<file path="src/rtl/gpio_pu_pkg.sv">
package gpio_pu_pkg;

  typedef enum logic [1:0] {
    RMW_IDLE  = 2'd0,
    RMW_READ  = 2'd1,
    RMW_WRITE = 2'd2
  } rmw_state_e;

  localparam logic ADDR_PORT = 1'b0;
  localparam logic ADDR_DIR  = 1'b1;

endpackage

</file>
<file path="src/rtl/gpio_rst_sync.sv">
module gpio_rst_sync (
  input  logic clk,
  input  logic rst_n,
  output logic rst_sync_n
);

  logic [1:0] stage_q;

  always_ff @(posedge clk or negedge rst_n) begin
    if (!rst_n) begin
      stage_q <= 2'b00;
    end else begin
      stage_q <= {stage_q[0], 1'b1};
    end
  end

  assign rst_sync_n = stage_q[1];

endmodule

</file>
<file path="src/rtl/gpio_pin_sync.sv">
module gpio_pin_sync #(
  parameter int WIDTH  = 8,
  parameter int STAGES = 2
) (
  input  logic             clk,
  input  logic             rst_n,
  input  logic [WIDTH-1:0] async_in,
  output logic [WIDTH-1:0] sync_out
);

  logic [STAGES-1:0][WIDTH-1:0] chain_q;

  generate
    for (genvar s = 0; s < STAGES; s++) begin : g_stage
      if (s == 0) begin : g_first
        always_ff @(posedge clk or negedge rst_n) begin
          if (!rst_n) begin
            chain_q[0] <= '0;
          end else begin
            chain_q[0] <= async_in;
          end
        end
      end else begin : g_rest
        always_ff @(posedge clk or negedge rst_n) begin
          if (!rst_n) begin
            chain_q[s] <= '0;
          end else begin
            chain_q[s] <= chain_q[s-1];
          end
        end
      end
    end
  endgenerate

  assign sync_out = chain_q[STAGES-1];

endmodule

</file>
<file path="src/rtl/gpio_port_regs.sv">
module gpio_port_regs #(
  parameter int WIDTH = 8
) (
  input  logic             clk,
  input  logic             rst_n,
  input  logic             dir_we,
  input  logic [WIDTH-1:0] dir_wdata,
  input  logic             dat_we,
  input  logic [WIDTH-1:0] dat_wdata,
  input  logic [WIDTH-1:0] pin_sync,
  output logic [WIDTH-1:0] port_view,
  output logic [WIDTH-1:0] pin_oe,
  output logic [WIDTH-1:0] pin_out,
  output logic [WIDTH-1:0] pin_pu
);

  logic [WIDTH-1:0] dir_q, dir_d;
  logic [WIDTH-1:0] dat_q, dat_d;

  // next-state with explicit enables
  always_comb begin
    dir_d = dir_q;
    dat_d = dat_q;
    if (dir_we) dir_d = dir_wdata;
    if (dat_we) dat_d = dat_wdata;
  end

  always_ff @(posedge clk or negedge rst_n) begin
    if (!rst_n) begin
      dir_q <= '0;
      dat_q <= '0;
    end else begin
      dir_q <= dir_d;
      dat_q <= dat_d;
    end
  end

  // per-pin pad control and read mux
  generate
    for (genvar b = 0; b < WIDTH; b++) begin : g_bit
      assign pin_oe[b]    = dir_q[b];
      assign pin_out[b]   = dir_q[b] & dat_q[b];
      assign pin_pu[b]    = ~dir_q[b] & dat_q[b];
      assign port_view[b] = dir_q[b] ? dat_q[b] : pin_sync[b];
    end
  endgenerate

endmodule

</file>
<file path="src/rtl/gpio_rmw_ctrl.sv">
module gpio_rmw_ctrl
  import gpio_pu_pkg::*;
#(
  parameter int WIDTH = 8,
  localparam int IDX_W = $clog2(WIDTH)
) (
  input  logic             clk,
  input  logic             rst_n,
  input  logic             start,
  input  logic             set_op,
  input  logic [IDX_W-1:0] idx,
  input  logic [WIDTH-1:0] port_view,
  output logic             busy,
  output logic             dat_we,
  output logic [WIDTH-1:0] dat_wdata
);

  rmw_state_e       state_q, state_d;
  logic             op_q, op_d;
  logic [IDX_W-1:0] idx_q, idx_d;
  logic [WIDTH-1:0] snap_q, snap_d;
  logic [WIDTH-1:0] modified;

  always_comb begin
    modified = port_view;
    modified[idx_q] = op_q;
  end

  always_comb begin
    state_d = state_q;
    op_d    = op_q;
    idx_d   = idx_q;
    snap_d  = snap_q;
    case (state_q)
      RMW_IDLE: begin
        if (start) begin
          state_d = RMW_READ;
          op_d    = set_op;
          idx_d   = idx;
        end
      end
      RMW_READ: begin
        snap_d  = modified;
        state_d = RMW_WRITE;
      end
      RMW_WRITE: begin
        state_d = RMW_IDLE;
      end
      default: state_d = RMW_IDLE;
    endcase
  end

  always_ff @(posedge clk or negedge rst_n) begin
    if (!rst_n) begin
      state_q <= RMW_IDLE;
      op_q    <= 1'b0;
      idx_q   <= '0;
      snap_q  <= '0;
    end else begin
      state_q <= state_d;
      op_q    <= op_d;
      idx_q   <= idx_d;
      snap_q  <= snap_d;
    end
  end

  assign busy      = (state_q != RMW_IDLE);
  assign dat_we    = (state_q == RMW_WRITE);
  assign dat_wdata = snap_q;

endmodule

</file>
<file path="src/rtl/gpio_port_pu.sv">
module gpio_port_pu
  import gpio_pu_pkg::*;
#(
  parameter int WIDTH       = 8,
  parameter int SYNC_STAGES = 2,
  localparam int IDX_W      = $clog2(WIDTH)
) (
  input  logic             clk,
  input  logic             rst_n,
  input  logic             bus_req,
  input  logic             bus_wr,
  input  logic             bus_addr,
  input  logic [WIDTH-1:0] bus_wdata,
  output logic [WIDTH-1:0] bus_rdata,
  input  logic             bop_req,
  input  logic             bop_set,
  input  logic [IDX_W-1:0] bop_idx,
  output logic             busy,
  input  logic [WIDTH-1:0] pin_in,
  output logic [WIDTH-1:0] pin_oe,
  output logic [WIDTH-1:0] pin_out,
  output logic [WIDTH-1:0] pin_pu
);

  logic             rst_sync_n;
  logic [WIDTH-1:0] pin_sync;
  logic [WIDTH-1:0] port_view;
  logic             rmw_we;
  logic [WIDTH-1:0] rmw_wdata;
  logic             bop_take;
  logic             bus_take;
  logic             dir_we;
  logic             dat_we;
  logic [WIDTH-1:0] dat_wdata;

  gpio_rst_sync u_rst (
    .clk        (clk),
    .rst_n      (rst_n),
    .rst_sync_n (rst_sync_n)
  );

  gpio_pin_sync #(.WIDTH(WIDTH), .STAGES(SYNC_STAGES)) u_sync (
    .clk      (clk),
    .rst_n    (rst_sync_n),
    .async_in (pin_in),
    .sync_out (pin_sync)
  );

  // command wins over a same-cycle bus write; nothing accepted while busy
  assign bop_take  = bop_req & ~busy;
  assign bus_take  = bus_req & bus_wr & ~busy & ~bop_req;
  assign dir_we    = bus_take & (bus_addr == ADDR_DIR);
  assign dat_we    = rmw_we | (bus_take & (bus_addr == ADDR_PORT));
  assign dat_wdata = rmw_we ? rmw_wdata : bus_wdata;

  gpio_rmw_ctrl #(.WIDTH(WIDTH)) u_rmw (
    .clk       (clk),
    .rst_n     (rst_sync_n),
    .start     (bop_take),
    .set_op    (bop_set),
    .idx       (bop_idx),
    .port_view (port_view),
    .busy      (busy),
    .dat_we    (rmw_we),
    .dat_wdata (rmw_wdata)
  );

  gpio_port_regs #(.WIDTH(WIDTH)) u_regs (
    .clk       (clk),
    .rst_n     (rst_sync_n),
    .dir_we    (dir_we),
    .dir_wdata (bus_wdata),
    .dat_we    (dat_we),
    .dat_wdata (dat_wdata),
    .pin_sync  (pin_sync),
    .port_view (port_view),
    .pin_oe    (pin_oe),
    .pin_out   (pin_out),
    .pin_pu    (pin_pu)
  );

  assign bus_rdata = (bus_addr == ADDR_DIR) ? {WIDTH{1'b1}} : port_view;

endmodule

</file>
<file path="config.mk">
export PLATFORM = sky130hd
export DESIGN_NAME = gpio_port_pu
export DESIGN_NICKNAME = d
export VERILOG_FILES = /design/src/rtl/gpio_pu_pkg.sv /design/src/rtl/gpio_rst_sync.sv /design/src/rtl/gpio_pin_sync.sv /design/src/rtl/gpio_port_regs.sv /design/src/rtl/gpio_rmw_ctrl.sv /design/src/rtl/gpio_port_pu.sv
export SDC_FILE = /design/constraint.sdc
export NUM_CORES = 1
export LEC_CHECK = 0
export BUFFER_PORTS_ARGS = -buffer_cell sky130_fd_sc_hd__buf_2
export CAP_MARGIN = 30
export CORE_MARGIN = 4
export CORE_UTILIZATION = 45
export CTS_CLUSTER_DIAMETER = 50
export DETAILED_ROUTE_END_ITERATION = 10
export GPL_ROUTABILITY_DRIVEN = 0
export PLACE_DENSITY = 0.69
export SLEW_MARGIN = 5
export SYNTH_ARGS = -nofsm -noshare
export SYNTH_HDL_FRONTEND = slang
export SYNTH_HIERARCHICAL = 1
export SYNTH_SLANG_ARGS = --single-unit
</file>
<file path="constraint.sdc">
create_clock -name clk -period 4.2 [get_ports clk]
set_clock_uncertainty 0.15 [all_clocks]
set_input_delay 0 -clock clk [delete_from_list [all_inputs] [get_ports clk]]
set_output_delay 0 -clock clk [all_outputs]
set_load 0.02 [all_outputs]
</file>
# After elaboration in Yosys (flattened, before gate mapping)
# Index checks and enable logic that the tools add are counted.
# Widths: inputs -> output; s select.
totals:
  ff_bits: 48
  output_inout_bits: 33
classes:
  magnitude_cmp: 2
  n_eq_ne: 3
  n_mux: 15
  bitwise_logic: 34
  n_reduce_logical: 4
op_table:
  columns: ["cell", "count"]
  rows:
  - ["$and 1x1->1", 22]
  - ["$mux 8", 2]
  - ["$not 1->1", 11]
  - ["$mux 1", 9]
  - ["$bwmux 8", 1]
  - ["$lt 3x4->1 const B", 1]
  - ["$pmux 2 s2", 1]
  - ["$demux 1 s3", 1]
  - ["$ge 3x1->1 const B", 1]
  - ["$eq 2x1->1 const B", 1]
  - ["$eq 2x2->1 const B", 1]
  - ["$logic_not 2->1", 1]
  - ["$mux 2", 1]
  - ["$ne 2x2->1 const B", 1]
  - ["$reduce_and 2->1", 1]
  - ["$reduce_bool 2->1", 1]
  - ["$logic_and 1x1->1", 1]
  - ["$or 1x1->1", 1]

# Logic depth before layout (Yosys ltp)
# Gate-level depths: netlist of run 1.
logic_depth:
  ltp_word: 6
  mapped_depth: 6

# Cells and area by module
# The synthesis of run 1 kept the hierarchy.
modules_own_cells:
  columns: ["mod", "instances", "cells_each", "area_per_inst_um2", "seq_area_each_um2"]
  rows:
  - ["gpio_port_regs", 1, 58, 853.3, 400.4]
  - ["gpio_rmw_ctrl", 1, 61, 740.7, 350.3]
  - ["gpio_pin_sync", 1, 24, 460.4, 400.4]
  - ["gpio_port_pu", 1, 22, 226.5, 0.0]
  - ["gpio_rst_sync", 1, 3, 53.8, 50.0]

# Least setup slack after synthesis of run 1
# No wires, ideal clock.
synth_path:
  kind: "reg2reg"
  startpoint: "register u_rmw.state_q[0]"
  endpoint: "register u_regs.dat_q[0]"
  setup_time_ps: 125
  arrival_time_ps: 1471
  t_required_ps: 3925
  slack_ps: 2454
  stages_incl_launch_ff: 5
  n_path_buf: 1
  cell_sequence: "dfrtp_1 -> or2_4 -> o41ai_2 -> buf_6 -> mux2_4"
synth_via:
  elab_chain_cells: 6
  elab_cells_between_ends: 8
synth_rtl:
  columns: ["element", "line_no", "text"]
  rows:
  - ["start: declaration", "gpio_rmw_ctrl.sv:18", "rmw_state_e state_q, state_d;"]
  - ["start signal: assignment", "gpio_rmw_ctrl.sv:60", "state_q <= state_d;"]
  - ["$reduce_bool 2->1", "gpio_rmw_ctrl.sv:67", "assign busy = (state_q != RMW_IDLE);"]
  - ["via busy", "gpio_port_pu.sv:18", "output logic busy,"]
  - ["$not 1->1", "gpio_port_pu.sv:51", "assign bus_take = bus_req & bus_wr & ~busy & ~bop_req;"]
  - ["$and 1x1->1 (2 in series)", "gpio_port_pu.sv:51", null]
  - ["$and 1x1->1", "gpio_port_pu.sv:53", "assign dat_we = rmw_we | (bus_take & (bus_addr == ADDR_PORT));"]
  - ["$or 1x1->1", "gpio_port_pu.sv:53", null]
  - ["via dat_we", "gpio_port_pu.sv:33", "logic dat_we;"]
  - ["end signal: assignment", "gpio_port_regs.sv:34", "dat_q <= dat_d;"]
  - ["end: declaration", "gpio_port_regs.sv:18", "logic [WIDTH-1:0] dat_q, dat_d;"]
# The timed path passes the listed nets, and every way through them passes these cells.
# A chain may end at the register's enable or synchronous reset.

# Final worst setup path of run 1
layout_path:
  startpoint: "register u_rmw.state_q[0]"
  endpoint: "register u_regs.dat_q[1]"
layout_via:
  elab_chain_cells: 6
  elab_cells_between_ends: 8
layout_rtl:
  columns: ["element", "line_no"]
  rows:
  - ["$reduce_bool 2->1", "gpio_rmw_ctrl.sv:67"]
  - ["$not 1->1", "gpio_port_pu.sv:51"]
  - ["$and 1x1->1 (2 in series)", "gpio_port_pu.sv:51"]
  - ["$and 1x1->1", "gpio_port_pu.sv:53"]
  - ["$or 1x1->1 *", "gpio_port_pu.sv:53"]
  - ["via dat_we", "gpio_port_pu.sv:33"]
# Mark *: on every way through the listed nets, which the timed path passes. The rest lies on a longest branch.

==> out/qor.json, run 1 <==
{
  "outcome": "finished clean",
  "crit_fanout": 8,
  "clk_pin_slew_worst_paths_ns": 0.08,
  "min_from": "bop_req",
  "num_antenna_cells": 0,
  "crit_path_cell_trace": "or2_4, o41ai_4, mux2_4",
  "htree_levels": 2,
  "fin_hold_ws_ns": 0.06837,
  "rows": 25,
  "critical_path.reg2reg.endpoint": "u_regs/dat_q[1]$_DFFE_PN0P_",
  "setup_failing_eps_final": 0,
  "synth-edff-count": 0,
  "floorplan.die.width_um": 80.03,
  "critical_path.n_buffers_inverters": 0,
  "drtPass1Iterations": 4,
  "timing.critical_path.max_delay_family": "compound AO/OA/AOI/OAI gates",
  "cts_sinks": 48,
  "syn-instance-count": 168,
  "post_cts_resized": 0,
  "floorplan.die_area_um2": 6405,
  "slew_headroom_pct": 42.83,
  "synthToLayoutAreaGrowth_pct": 24.38,
  "critical_path_end": "u_regs/dat_q[1]$_DFFE_PN0P_",
  "globalRouteTotalUtil_pct": 15.22,
  "yosys-top-cells-area": "sky130_fd_sc_hd__dfrtp_1, sky130_fd_sc_hd__mux2_4, sky130_fd_sc_hd__mux2_2",
  "setup_repair_after_global_routing_missed_its_margin": "false",
  "cp.required_ns": 4.23,
  "register_area_um2": 1202,
  "power.ir.vdd_worst_uv": 403.4,
  "final.fill_count": 412,
  "first_global_vias": 1529,
  "worst-path-stages": 3,
  "antenna_found_initial": 0,
  "synth_largest_area_cell": "sky130_fd_sc_hd__dfrtp_1",
  "max-cap-violations": 0,
  "p_leak_uw": 0.001377,
  "dp_slack_ns": 2.055,
  "worstSetupStartpointType": "register",
  "finish.net_count": 266,
  "timing_worst_slew_pin_value_ns": 0.8546,
  "min-delay-path-class": "primary input to register",
  "setup.worst_path.class": "register to register",
  "syn-mean-instance-area_um2": 13.90,
  "r2r_setup_slack_ns": 2.10,
  "ant_nets": 0,
  "final-hold-violation-count": 0,
  "startpoint": "u_rmw/state_q[0]$_DFFE_PN0P_",
  "ys_ff_latch": 48,
  "cts-buffers-inserted": 5,
  "setup.worst_path.end_class": "register",
  "max_slew_violation_count": 0,
  "cts_root_buf": "sky130_fd_sc_hd__clkbuf_8",
  "cts.path.max_buffers": 2,
  "finalNonFillerCells": 307,
  "fmax_mhz": 475.1,
  "timing.reg2reg.worst_path_depth": 3,
  "numPortBuffers": 58,
  "final.setup.tns_ns": 0,
  "yosysTopAreaCellShare_pct": 51.45,
  "async_reset_ff_share_pct": 100.0,
  "clk_latency_ns": 0.29,
  "post-synth-top-count-cell": "sky130_fd_sc_hd__dfrtp_1",
  "mappedNetlistNets": 194,
  "placeableCoreArea_um2": 4880,
  "timing.critical_path.slowest_stage_cell": "sky130_fd_sc_hd__o41ai_4",
  "dp_cells": 278,
  "fin_crit_ns": 2.105,
  "grt_pass1_wl_um": 7369,
  "detailedRoute.firstIterationViolations": 50,
  "multi_input_comb_area_um2": 994.7,
  "cellPowerDensity_nw_per_um2": 685.5,
  "place.detailed.hpwl_um": 3108,
  "post-cts-setup-buffer-count": 0,
  "worst_path_largest_cell_delay_ns": 0.78,
  "yosys_most_used_dff": "sky130_fd_sc_hd__dfrtp_1",
  "tritoncts": "done",
  "grt_overflow_total": 0,
  "arrival_ns": 2.13,
  "grt_max_degree": 27,
  "layout-drive-gt1-share_pct": 46.67,
  "yosysUniqueCellTypes": 24,
  "ys_top_cells_by_count": "sky130_fd_sc_hd__dfrtp_1, sky130_fd_sc_hd__mux2_4, sky130_fd_sc_hd__nor2b_1",
  "floorplan.initialDensity_pct": 47.85,
  "seq_area_frac_synth_pct": 51.45,
  "yosys_warnings": 6,
  "wl_per_cell_um": 14.17,
  "drc": 0,
  "route.detailed.vias_per_inst": 4.707,
  "fin_crit_sh_pct": 50.12,
  "ios": 59,
  "dieHeight_um": 80.03,
  "finalWirelength_um": 4350,
  "detailroute.via_count": 1445,
  "reg2reg_from": "u_rmw/state_q[0]$_DFFE_PN0P_",
  "setup_ws_ns": 2.095,
  "synth_area_um2": 2335
}
worst register-to-register path, stage by stage, from the launching register on:
cell and delay, ns:
sky130_fd_sc_hd__dfrtp_1 0.40, sky130_fd_sc_hd__or2_4 0.31, sky130_fd_sc_hd__o41ai_4 0.78, sky130_fd_sc_hd__mux2_4 0.35
power breakdown:
group	total, uW	internal, uW	switching (uW)
logic	950	496	454
clock network	253	113	140
registers	787	614	173
cell type report:
class / instances / share of cell area (%)
clock inverters: 1 / 0.1723
well taps: 67 / 2.887
repair buffers: 82 / 18.53
multi-input cells: 101 / 34.25
flip-flops and latches: 48 / 41.40
inverters: 2 / 0.2585
clock buffers: 6 / 2.499
repair_timing:
item                                   4_1_cts  5_1_grt
endpoints found under the hold margin       30        0
setup endpoints to repair                    0        0
hold buffers                                22        0
state kept, by name (all words and copies together), names as in the netlist:
register         count
u_sync/sync_out      8
u_regs/pin_oe        8
u_rmw/idx_q          3
u_rmw/state_q        2
u_rmw/op_q           1
u_sync/chain_q       8
u_rmw/dat_wdata      8
u_regs/dat_q         8
u_rst/stage_q        2
cells in the final DEF (no fill, tap or decap), drive strengths merged:
cell type / count
a21oi: 8
and2: 8
and2b: 1
buf: 60
clkbuf: 6
clkinv: 1
conb: 1
dfrtp: 48
dlygate4sd3: 22
inv: 2
mux2: 36
mux2i: 8
nand2: 1
nand3: 1
nand3b: 3
nor2: 9
nor2b: 10
nor3: 1
nor3b: 3
nor4b: 1
o41ai: 1
or2: 9
kinds of logic after synthesis:
family | count (synthesis) | share of synthesized area (%)
other cells | 1 | 0.1606
compound gates | 9 | 2.412
mux | 44 | 25.29
simple gates | 47 | 13.88
buf+inv | 19 | 6.806
flops | 48 | 51.45
through the flow:
stage	utilization, %	power [uW]	area [um^2]
floorplan	-	1528	2335
global placement	52.85	1711	2579
detailed placement	53.41	1744	2606
CTS	59.51	2016	2904
global route	59.51	2128	2904
finish	59.51	1991	2904
routing by layer:
metal  vias to the layer above  track usage (%)  share of wire (%)
met2                        32            26.41                 51
met4                         0            4.561                1.1
li1                        698                -                  -
met5                         -                0                  0
met1                       709            18.52                 44
met3                         6            3.837                3.9
how the worst min path moves through the flow:
stage,slack (ns),depth (start not counted),end
after floorplan,-0.45,0,u_rst/stage_q[0]$_DFF_PN0_
after global placement,-0.36,1,u_rst/stage_q[0]$_DFF_PN0_
after detailed placement,-0.36,1,u_rst/stage_q[0]$_DFF_PN0_
after CTS,0.07,3,u_regs/pin_oe[4]$_DFFE_PN0P_
after global routing,0.07,3,u_regs/pin_oe[4]$_DFFE_PN0P_
final,0.07,3,u_regs/pin_oe[4]$_DFFE_PN0P_
Note: power is estimated with default switching activity, not from simulation.
==> run 2, diff against run 1 <==
ABC_AREA = 1   (was unset)
PLACE_DENSITY = 0.7   (was 0.69)
clock period = 2.2 ns   (was 4.2 ns; I/O delays follow)
==> out/qor.json, run 2 <==
{
  "power.ir.vdd_worst": {"value": 707.9, "unit": "uV", "change": "+75%"},
  "arrival": {"value": 1.78, "unit": "ns", "change": "-0.35 ns"},
  "grt_max_degree": {"value": 27, "change": "unchanged"},
  "timing.critical_path.slowest_stage_cell": "sky130_fd_sc_hd__dfrtp_1",
  "layout-drive-gt1-share": {"value": 22.74, "unit": "%", "change": "-24 points"},
  "max-cap-violations": {"value": 0, "change": "unchanged"},
  "numPortBuffers": {"value": 58, "change": "unchanged"},
  "multi_input_comb_area": {"value": 772.0, "unit": "um^2", "change": "-22%"},
  "htree_levels": {"value": 2, "change": "unchanged"},
  "seq_area_frac_synth": {"value": 52.78, "unit": "%", "change": "+1.3 points"},
  "placeableCoreArea": {"value": 4817, "unit": "um^2", "change": "-1.3%"},
  "synthToLayoutAreaGrowth_pct": 27.05,
  "mappedNetlistNets": {"value": 312, "change": "+61%"},
  "async_reset_ff_share": {"value": 100.0, "unit": "%", "change": "unchanged"},
  "worst_path_largest_cell_delay": {"value": 0.41, "unit": "ns", "change": "-0.37 ns"},
  "syn-mean-instance-area": {"value": 7.958, "unit": "um^2", "change": "-43%"},
  "crit_path_cell_trace": "nor2_1, inv_1, nor2_1, nand3_1, nand2_1, inv_2, nand2_1, nand2_1",
  "dieHeight": {"value": 79.12, "unit": "um", "change": "-1.1%"},
  "floorplan.die_area": {"value": 6259, "unit": "um^2", "change": "-2.3%"},
  "outcome": "finished clean",
  "final_cell_mix": "sky130_fd_sc_hd__nand2_1, sky130_fd_sc_hd__buf_2, sky130_fd_sc_hd__dfrtp_1",
  "detailroute.via_count": {"value": 1938, "change": "+34%"},
  "cellPowerDensity": {"value": 1307, "unit": "nW/um^2", "change": "+91%"},
  "fmax": {"value": 572.1, "unit": "MHz", "change": "+20%"},
  "fin_crit": {"value": 1.748, "unit": "ns", "change": "-0.3568 ns"},
  "ys_ff_latch": {"value": 48, "change": "unchanged"},
  "setup.worst_path.class": "register to register",
  "cts_root_buf": "sky130_fd_sc_hd__clkbuf_8",
  "register_area": {"value": 1202, "unit": "um^2", "change": "unchanged"},
  "post_cts_resized": {"value": 0, "change": "unchanged"},
  "drtPass1Iterations": {"value": 5, "change": "+1"},
  "synth-edff-count": {"value": 0, "change": "unchanged"},
  "critical_path.most_common_cell": "sky130_fd_sc_hd__nand2_1",
  "yosys_most_used_dff": "sky130_fd_sc_hd__dfrtp_1",
  "startpoint": "u_rmw/state_q[0]$_DFFE_PN0P_",
  "place.detailed.hpwl": {"value": 3577, "unit": "um", "change": "+15%"},
  "yosysTopAreaCellShare": {"value": 52.78, "unit": "%", "change": "+1.3 points"},
  "sw_ratio": {"value": 44.91, "unit": "%", "change": "+6.4 points"},
  "timing_worst_slew_pin_value": {"value": 0.5005, "unit": "ns", "change": "-0.3541 ns"},
  "floorplan.initialDensity": {"value": 47.25, "unit": "%", "change": "-0.60 points"},
  "p_switching": {"value": 1698, "unit": "uW", "change": "+120%"},
  "p_leak": {"value": 0.001693, "unit": "uW", "change": "+23%"},
  "final-hold-violation-count": {"value": 0, "change": "unchanged"},
  "cts_sinks": {"value": 48, "change": "unchanged"},
  "power_frac_seq": {"value": 39.1, "unit": "%", "change": "-0.4 points"},
  "first_global_vias": {"value": 1817, "change": "+19%"},
  "ios": {"value": 59, "change": "unchanged"},
  "globalRouteTotalUtil": {"value": 17.56, "unit": "%", "change": "+2.3 points"},
  "rows": {"value": 25, "change": "unchanged"},
  "antenna_found_initial": {"value": 0, "change": "unchanged"},
  "yosys_warnings": {"value": 6, "change": "unchanged"},
  "grt_pass1_wl": {"value": 8480, "unit": "um", "change": "+15%"},
  "reg2reg_from": "u_rmw/state_q[0]$_DFFE_PN0P_",
  "final.setup.tns": {"value": 0, "unit": "ns", "change": "unchanged"},
  "floorplan.die.width": {"value": 79.12, "unit": "um", "change": "-1.1%"},
  "min-delay-path-class": "register to async pin",
  "ys_top_cells_by_count": "sky130_fd_sc_hd__nand2_1, sky130_fd_sc_hd__dfrtp_1, sky130_fd_sc_hd__inv_1",
  "finish.net_count": {"value": 390, "change": "+47%"},
  "tritoncts": "done",
  "cts-buffers-inserted": {"value": 5, "change": "unchanged"},
  "grt_overflow_total": {"value": 0, "change": "unchanged"},
  "wl_per_cell": {"value": 11.91, "unit": "um", "change": "-16%"},
  "setup_failing_eps_final": {"value": 0, "change": "unchanged"},
  "proportion_of_power_drawn_by_combinational_gates": {"value": 44.4, "unit": "%", "change": "-3.3 points"},
  "slew_headroom": {"value": 66.63, "unit": "%", "change": "+24 points"},
  "worstSetupStartpointType": "register",
  "clk_pin_slew_worst_paths": {"value": 0.09, "unit": "ns", "change": "about the same"},
  "clockPowerShare": {"value": 16.5, "unit": "%", "change": "+3.8 points"},
  "crit_fanout": {"value": 9, "change": "+1"},
  "finalCoreUtilization": {"value": 60.03, "unit": "%", "change": "+0.51 points"},
  "synth_area": {"value": 2276, "unit": "um^2", "change": "-2.5%"},
  "layout_commonest_cell": "sky130_fd_sc_hd__nand2_1",
  "ant_nets": {"value": 0, "change": "unchanged"},
  "cts.path.max_buffers": {"value": 2, "change": "unchanged"},
  "synth_largest_area_cell": "sky130_fd_sc_hd__dfrtp_1",
  "yosysUniqueCellTypes": {"value": 20, "change": "-17%"},
  "setup.worst_path.end_class": "register",
  "final.fill_count": {"value": 457, "change": "+11%"},
  "clk_latency": {"value": 0.29, "unit": "ns", "change": "about the same"},
  "syn-instance-count": {"value": 286, "change": "+70%"},
  "fin_crit_sh": {"value": 79.46, "unit": "%", "change": "+29 points"},
  "post-synth-top-count-cell": "sky130_fd_sc_hd__nand2_1",
  "cp.required": {"value": 2.24, "unit": "ns", "change": "-1.99 ns"},
  "setup_repair_after_global_routing_missed_its_margin": "false",
  "finalWirelength": {"value": 5143, "unit": "um", "change": "+18%"},
  "drc": {"value": 0, "change": "unchanged"},
  "yosys-top-cells-area": "sky130_fd_sc_hd__dfrtp_1, sky130_fd_sc_hd__nand2_1, sky130_fd_sc_hd__inv_1",
  "max_slew_violation_count": {"value": 0, "change": "unchanged"},
  "int_pwr": {"value": 2083, "unit": "uW", "change": "+70%"},
  "detailedRoute.firstIterationViolations": {"value": 113, "change": "+130%"},
  "route.detailed.vias_per_inst": {"value": 4.486, "change": "-4.7%"},
  "num_antenna_cells": {"value": 0, "change": "unchanged"}
}
[run 2: cell types whose count changed after synthesis, moves of 4 or more]
| cell | previous run | this run |
|---|---|---|
| sky130_fd_sc_hd__nand3_1 | 1 | 15 |
| sky130_fd_sc_hd__nor2_1 | 8 | 13 |
| sky130_fd_sc_hd__o21ai_0 | 0 | 4 |
| sky130_fd_sc_hd__nand4_1 | 0 | 6 |
| sky130_fd_sc_hd__inv_2 | 0 | 6 |
| sky130_fd_sc_hd__a21oi_1 | 8 | 0 |
| sky130_fd_sc_hd__nor2b_1 | 10 | 0 |
| sky130_fd_sc_hd__and2_1 | 8 | 0 |
| sky130_fd_sc_hd__nand2_1 | 1 | 128 |
| sky130_fd_sc_hd__mux2_4 | 28 | 0 |
| sky130_fd_sc_hd__mux2i_1 | 8 | 0 |
| sky130_fd_sc_hd__mux2_2 | 8 | 0 |
| sky130_fd_sc_hd__inv_1 | 2 | 34 |
[run 2: repair_timing]
item	CTS	global route
hold endpoints to repair	31	0
setup buffers	0	0
hold buffers	23	0
[run 2: worst paths after layout]
path,endpoint,slack [ns],cells past startpoint
worst max-delay path,u_regs/dat_q[6]$_DFFE_PN0P_,0.45,8
worst min-delay path,u_sync/sync_out[2]$_DFF_PN0_,0.08,0
worst max register to register,u_regs/dat_q[6]$_DFFE_PN0P_,0.45,8
worst min register to register,u_sync/sync_out[2]$_DFF_PN0_,0.08,0
max in group asynchronous,u_rmw/op_q$_DFFE_PN0P_,1.11,1
min in group clk,u_regs/pin_oe[6]$_DFFE_PN0P_,0.12,6
[run 2: metrics by stage]
step | instance area, um^2 | hold slack [ns] | setup slack (ns) | cells | total power, uW
floorplan | 2276 | -0.4456 | 0.6151 | 286 | 2720
global placement | 2554 | -0.3645 | 0.5190 | 401 | 3114
detailed placement | 2554 | -0.3631 | 0.4852 | 401 | 3144
CTS | 2892 | 0.09303 | 0.4477 | 432 | 3812
global route | 2892 | 0.1196 | 0.3619 | 432 | 4101
finish | 2892 | 0.07584 | 0.4520 | 432 | 3780
[run 2: area by class of cell]
cell class,instances,share of cell area [%]
clock inverters,2,1.212
well taps,67,2.899
inverters,44,6.058
multi-input cells,180,26.70
flip-flops and latches,48,41.58
repair buffers,85,19.04
clock buffers,6,2.510
[run 2: power by group through the flow]
stage               registers, uW  clock network [uW]  logic, uW
detailed placement           1490                   0       1650
floorplan                    1450                   0       1270
finish                       1480                 624       1680
global route                 1530                 681       1890
CTS                          1480                 640       1690
global placement             1490                   0       1620
[run 2: critical path: cells and delay by family, from the launching register on]
kind	cells	cell delay, ns
simple gates	6	0.82
flops	1	0.41
buf+inv	2	0.27
[run 2: cell families (layout without fill, tap and decap cells)]
kind of cell	Yosys count	count (layout)	share of synthesized area (%)
AO/OA/AOI/OAI	6	6	1.704
AND/OR/NAND/NOR	173	173	32.05
other	1	1	0.1648
flip-flops	48	48	52.78
buffers and inverters	58	137	13.30
[run 2: routing by layer]
layer / part of all wire (%) / GRT usage, % / vias up
li1: - / - / 997
met1: 45 / 23.65 / 881
met2: 49 / 28.87 / 54
met3: 5.6 / 3.515 / 6
met4: 1.2 / 4.983 / 0
met5: 0 / 0 / -
==> run 3, diff against run 2 <==
PLACE_DENSITY = 0.72   (was 0.7)
clock period = 1.55 ns   (was 2.2 ns; I/O delays follow)
==> out/qor.json, run 3 (synthesis gave the netlist of run 2 again) <==
{
  "worstSetupStartpointType": "register",
  "floorplan.initialDensity": {"value": 47.25, "unit": "%", "change": "unchanged"},
  "min-delay-path-class": "register to async pin",
  "finalWirelength": {"value": 4996, "unit": "um", "change": "-2.9%"},
  "outcome": "finished clean",
  "power.ir.vdd_worst": {"value": 863.9, "unit": "uV", "change": "+22%"},
  "cellPowerDensity": {"value": 1818, "unit": "nW/um^2", "change": "+39%"},
  "int_pwr": {"value": 2835, "unit": "uW", "change": "+36%"},
  "setup.worst_path.end_class": "register",
  "num_antenna_cells": {"value": 0, "change": "unchanged"},
  "globalRouteTotalUtil": {"value": 17.53, "unit": "%", "change": "-0.036 points"},
  "timing.reg2reg.worst_path_depth": {"value": 8, "change": "unchanged"},
  "arrival": {"value": 1.57, "unit": "ns", "change": "-0.21 ns"},
  "layout-drive-gt1-share": {"value": 23.50, "unit": "%", "change": "+0.76 points"},
  "crit_path_cell_trace": "nor2_2, inv_1, nor2_2, nand2_1, nor2_2, buf_4, nand2_1, nand2_1",
  "clk_latency": {"value": 0.30, "unit": "ns", "change": "about the same"},
  "setup_failing_eps_final": {"value": 0, "change": "unchanged"},
  "fin_crit_sh": {"value": 95.53, "unit": "%", "change": "+16 points"},
  "r2r_setup_slack": {"value": 0.07, "unit": "ns", "change": "-0.38 ns"},
  "detailedRoute.firstIterationViolations": {"value": 121, "change": "+7.1%"},
  "proportion_of_power_drawn_by_combinational_gates": {"value": 46.6, "unit": "%", "change": "+2.2 points"},
  "place.detailed.hpwl": {"value": 3549, "unit": "um", "change": "-0.76%"},
  "critical_path.reg2reg.endpoint": "u_regs/pin_oe[0]$_DFFE_PN0P_",
  "finalNonFillerCells": {"value": 433, "change": "+0.23%"},
  "max-cap-violations": {"value": 0, "change": "unchanged"},
  "timing_worst_slew_pin_value": {"value": 0.5029, "unit": "ns", "change": "+0.002375 ns"},
  "route.detailed.vias_per_inst": {"value": 4.480, "change": "-0.13%"},
  "final.fill_count": {"value": 453, "change": "-0.88%"},
  "p_leak": {"value": 0.001690, "unit": "uW", "change": "-0.18%"},
  "drc": {"value": 0, "change": "unchanged"},
  "wirelength_met1": {"value": 2187, "unit": "um", "change": "-4.5%"},
  "final-hold-violation-count": {"value": 0, "change": "unchanged"},
  "reg2reg_from": "u_rmw/state_q[0]$_DFFE_PN0P_",
  "floorplan.die_area": {"value": 6259, "unit": "um^2", "change": "unchanged"},
  "setup_ws": {"value": 0.06928, "unit": "ns", "change": "-0.3827 ns"},
  "sw_ratio": {"value": 46.09, "unit": "%", "change": "+1.2 points"},
  "detailroute.wirelength.met3": {"value": 306, "unit": "um", "change": "+6.3%"},
  "wl_per_cell": {"value": 11.54, "unit": "um", "change": "-3.1%"},
  "dieHeight": {"value": 79.12, "unit": "um", "change": "unchanged"},
  "p_switching": {"value": 2423, "unit": "uW", "change": "+43%"},
  "rows": {"value": 25, "change": "unchanged"},
  "register_area": {"value": 1202, "unit": "um^2", "change": "unchanged"},
  "antenna_found_initial": {"value": 0, "change": "unchanged"},
  "fmax": {"value": 675.3, "unit": "MHz", "change": "+18%"},
  "clk_pin_slew_worst_paths": {"value": 0.08, "unit": "ns", "change": "about the same"},
  "dp_slack": {"value": 0.07833, "unit": "ns", "change": "-0.4068 ns"},
  "cp.required": {"value": 1.64, "unit": "ns", "change": "-0.60 ns"},
  "dp_cells": {"value": 402, "change": "+0.25%"},
  "final_cell_mix": "sky130_fd_sc_hd__nand2_1, sky130_fd_sc_hd__buf_2, sky130_fd_sc_hd__dfrtp_1",
  "tritoncts": "done",
  "synthToLayoutAreaGrowth": {"value": 27.10, "unit": "%", "change": "about the same"},
  "detailroute.via_count": {"value": 1940, "change": "+0.10%"},
  "numPortBuffers": {"value": 58, "change": "unchanged"},
  "finalCoreUtilization": {"value": 60.05, "unit": "%", "change": "about the same"},
  "highest_layer": "met4",
  "worst_path_largest_cell_delay": {"value": 0.41, "unit": "ns", "change": "about the same"},
  "slew_headroom": {"value": 66.48, "unit": "%", "change": "-0.16 points"},
  "finish.net_count": {"value": 391, "change": "+0.26%"},
  "multi_input_comb_area": {"value": 779.5, "unit": "um^2", "change": "+0.97%"},
  "cts_sinks": {"value": 48, "change": "unchanged"},
  "cts_root_buf": "sky130_fd_sc_hd__clkbuf_8",
  "grt_pass1_wl": {"value": 8369, "unit": "um", "change": "-1.3%"},
  "htree_levels": {"value": 2, "change": "unchanged"},
  "ios": {"value": 59, "change": "unchanged"},
  "cts-buffers-inserted": {"value": 5, "change": "unchanged"},
  "grt_overflow_total": {"value": 0, "change": "unchanged"},
  "cts.path.max_buffers": {"value": 2, "change": "unchanged"},
  "grt_max_degree": {"value": 32, "change": "+19%"},
  "ant_nets": {"value": 0, "change": "unchanged"},
  "routed-wl-met2": {"value": 2415, "unit": "um", "change": "-3.5%"},
  "drtPass1Iterations": {"value": 4, "change": "-1"},
  "floorplan.die.width": {"value": 79.12, "unit": "um", "change": "unchanged"},
  "crit_fanout": {"value": 8, "change": "-1"},
  "max_slew_violation_count": {"value": 0, "change": "unchanged"},
  "placeableCoreArea": {"value": 4817, "unit": "um^2", "change": "unchanged"},
  "first_global_vias": {"value": 1818, "change": "+0.055%"},
  "clockPowerShare": {"value": 13.5, "unit": "%", "change": "-3.0 points"},
  "layout_commonest_cell": "sky130_fd_sc_hd__nand2_1",
  "fin_crit": {"value": 1.481, "unit": "ns", "change": "-0.2673 ns"},
  "timing.critical_path.slowest_stage_cell": "sky130_fd_sc_hd__dfrtp_1",
  "setup.worst_path.class": "register to register",
  "power_frac_seq": {"value": 40.0, "unit": "%", "change": "+0.9 points"}
}
## run 3: cell count changes in the layout (fill, tap and decap cells not counted)
cell | before | now
sky130_fd_sc_hd__nor2_2 | 0 | 3
sky130_fd_sc_hd__buf_12 | 0 | 1
sky130_fd_sc_hd__clkbuf_1 | 1 | 2
sky130_fd_sc_hd__bufinv_16 | 1 | 0
sky130_fd_sc_hd__nor2_1 | 13 | 10
## run 3: layout make-up
| class | count | area share [%] |
|---|---|---|
| Timing Repair Buffer | 86 | 19.72 |
| Tap cell | 67 | 2.898 |
| Sequential cell | 48 | 41.57 |
| Inverter | 44 | 6.055 |
| Clock buffer | 7 | 2.638 |
| Clock inverter | 1 | 0.1730 |
| Multi-Input combinational cell | 180 | 26.95 |
## run 3: through the flow
stage / area (um^2) / TNS, ns / total power [uW] / hold slack [ns]
2_1_floorplan: 2277 / 0 / 3861 / -0.4456
3_3_place_gp: 2574 / 0 / 4445 / -0.3639
3_5_place_dp: 2574 / 0 / 4513 / -0.3629
4_1_cts: 2885 / 0 / 5271 / 0.04232
5_1_grt: 2893 / -0.2093 / 5715 / 0.06733
6_report: 2893 / 0 / 5258 / 0.03223
## run 3: worst max path at each step
| stage | from | to | slack [ns] |
|---|---|---|---|
| after floorplan | u_rmw/state_q[0]$_DFFE_PN0P_ | u_regs/pin_oe[0]$_DFFE_PN0P_ | 0.06 |
| after global placement | u_rmw/state_q[0]$_DFFE_PN0P_ | u_regs/dat_q[6]$_DFFE_PN0P_ | 0.12 |
| after detailed placement | u_rmw/state_q[0]$_DFFE_PN0P_ | u_regs/pin_oe[0]$_DFFE_PN0P_ | 0.08 |
| after CTS | u_rmw/state_q[0]$_DFFE_PN0P_ | u_regs/pin_oe[0]$_DFFE_PN0P_ | 0.06 |
| after global routing | u_rmw/state_q[0]$_DFFE_PN0P_ | u_regs/pin_oe[2]$_DFFE_PN0P_ | -0.03 |
| final | u_rmw/state_q[0]$_DFFE_PN0P_ | u_regs/pin_oe[0]$_DFFE_PN0P_ | 0.07 |
## run 3: power groups by stage
| stage | Combinational [uW] | Clock, uW | Sequential (uW) |
|---|---|---|---|
| after floorplan | 1810 | 0 | 2050 |
| after global placement | 2340 | 0 | 2100 |
| after detailed placement | 2400 | 0 | 2120 |
| after CTS | 2450 | 728 | 2100 |
| after global routing | 2760 | 777 | 2180 |
| final | 2450 | 709 | 2100 |
## run 3: repair_timing
item | CTS | global route
resized for setup | 0 | 3
hold endpoints to repair | 31 | 0
endpoints found under the setup margin | 0 | 16
buffers inserted | 0 | 0
hold buffers | 23 | 0
## run 3: worst max-delay path, delay by kind of cell, from the launching register on
family / cells / cell delay, ns
buf+inv: 2 / 0.27
flops: 1 / 0.41
simple gates: 6 / 0.59
## run 3: metal layers
layer  vias up  global-route usage [%]
met3         7                   3.061
met2        69                   29.04
met1       868                   22.96
li1        996                       -
met4         0                   6.701
met5         -                       0
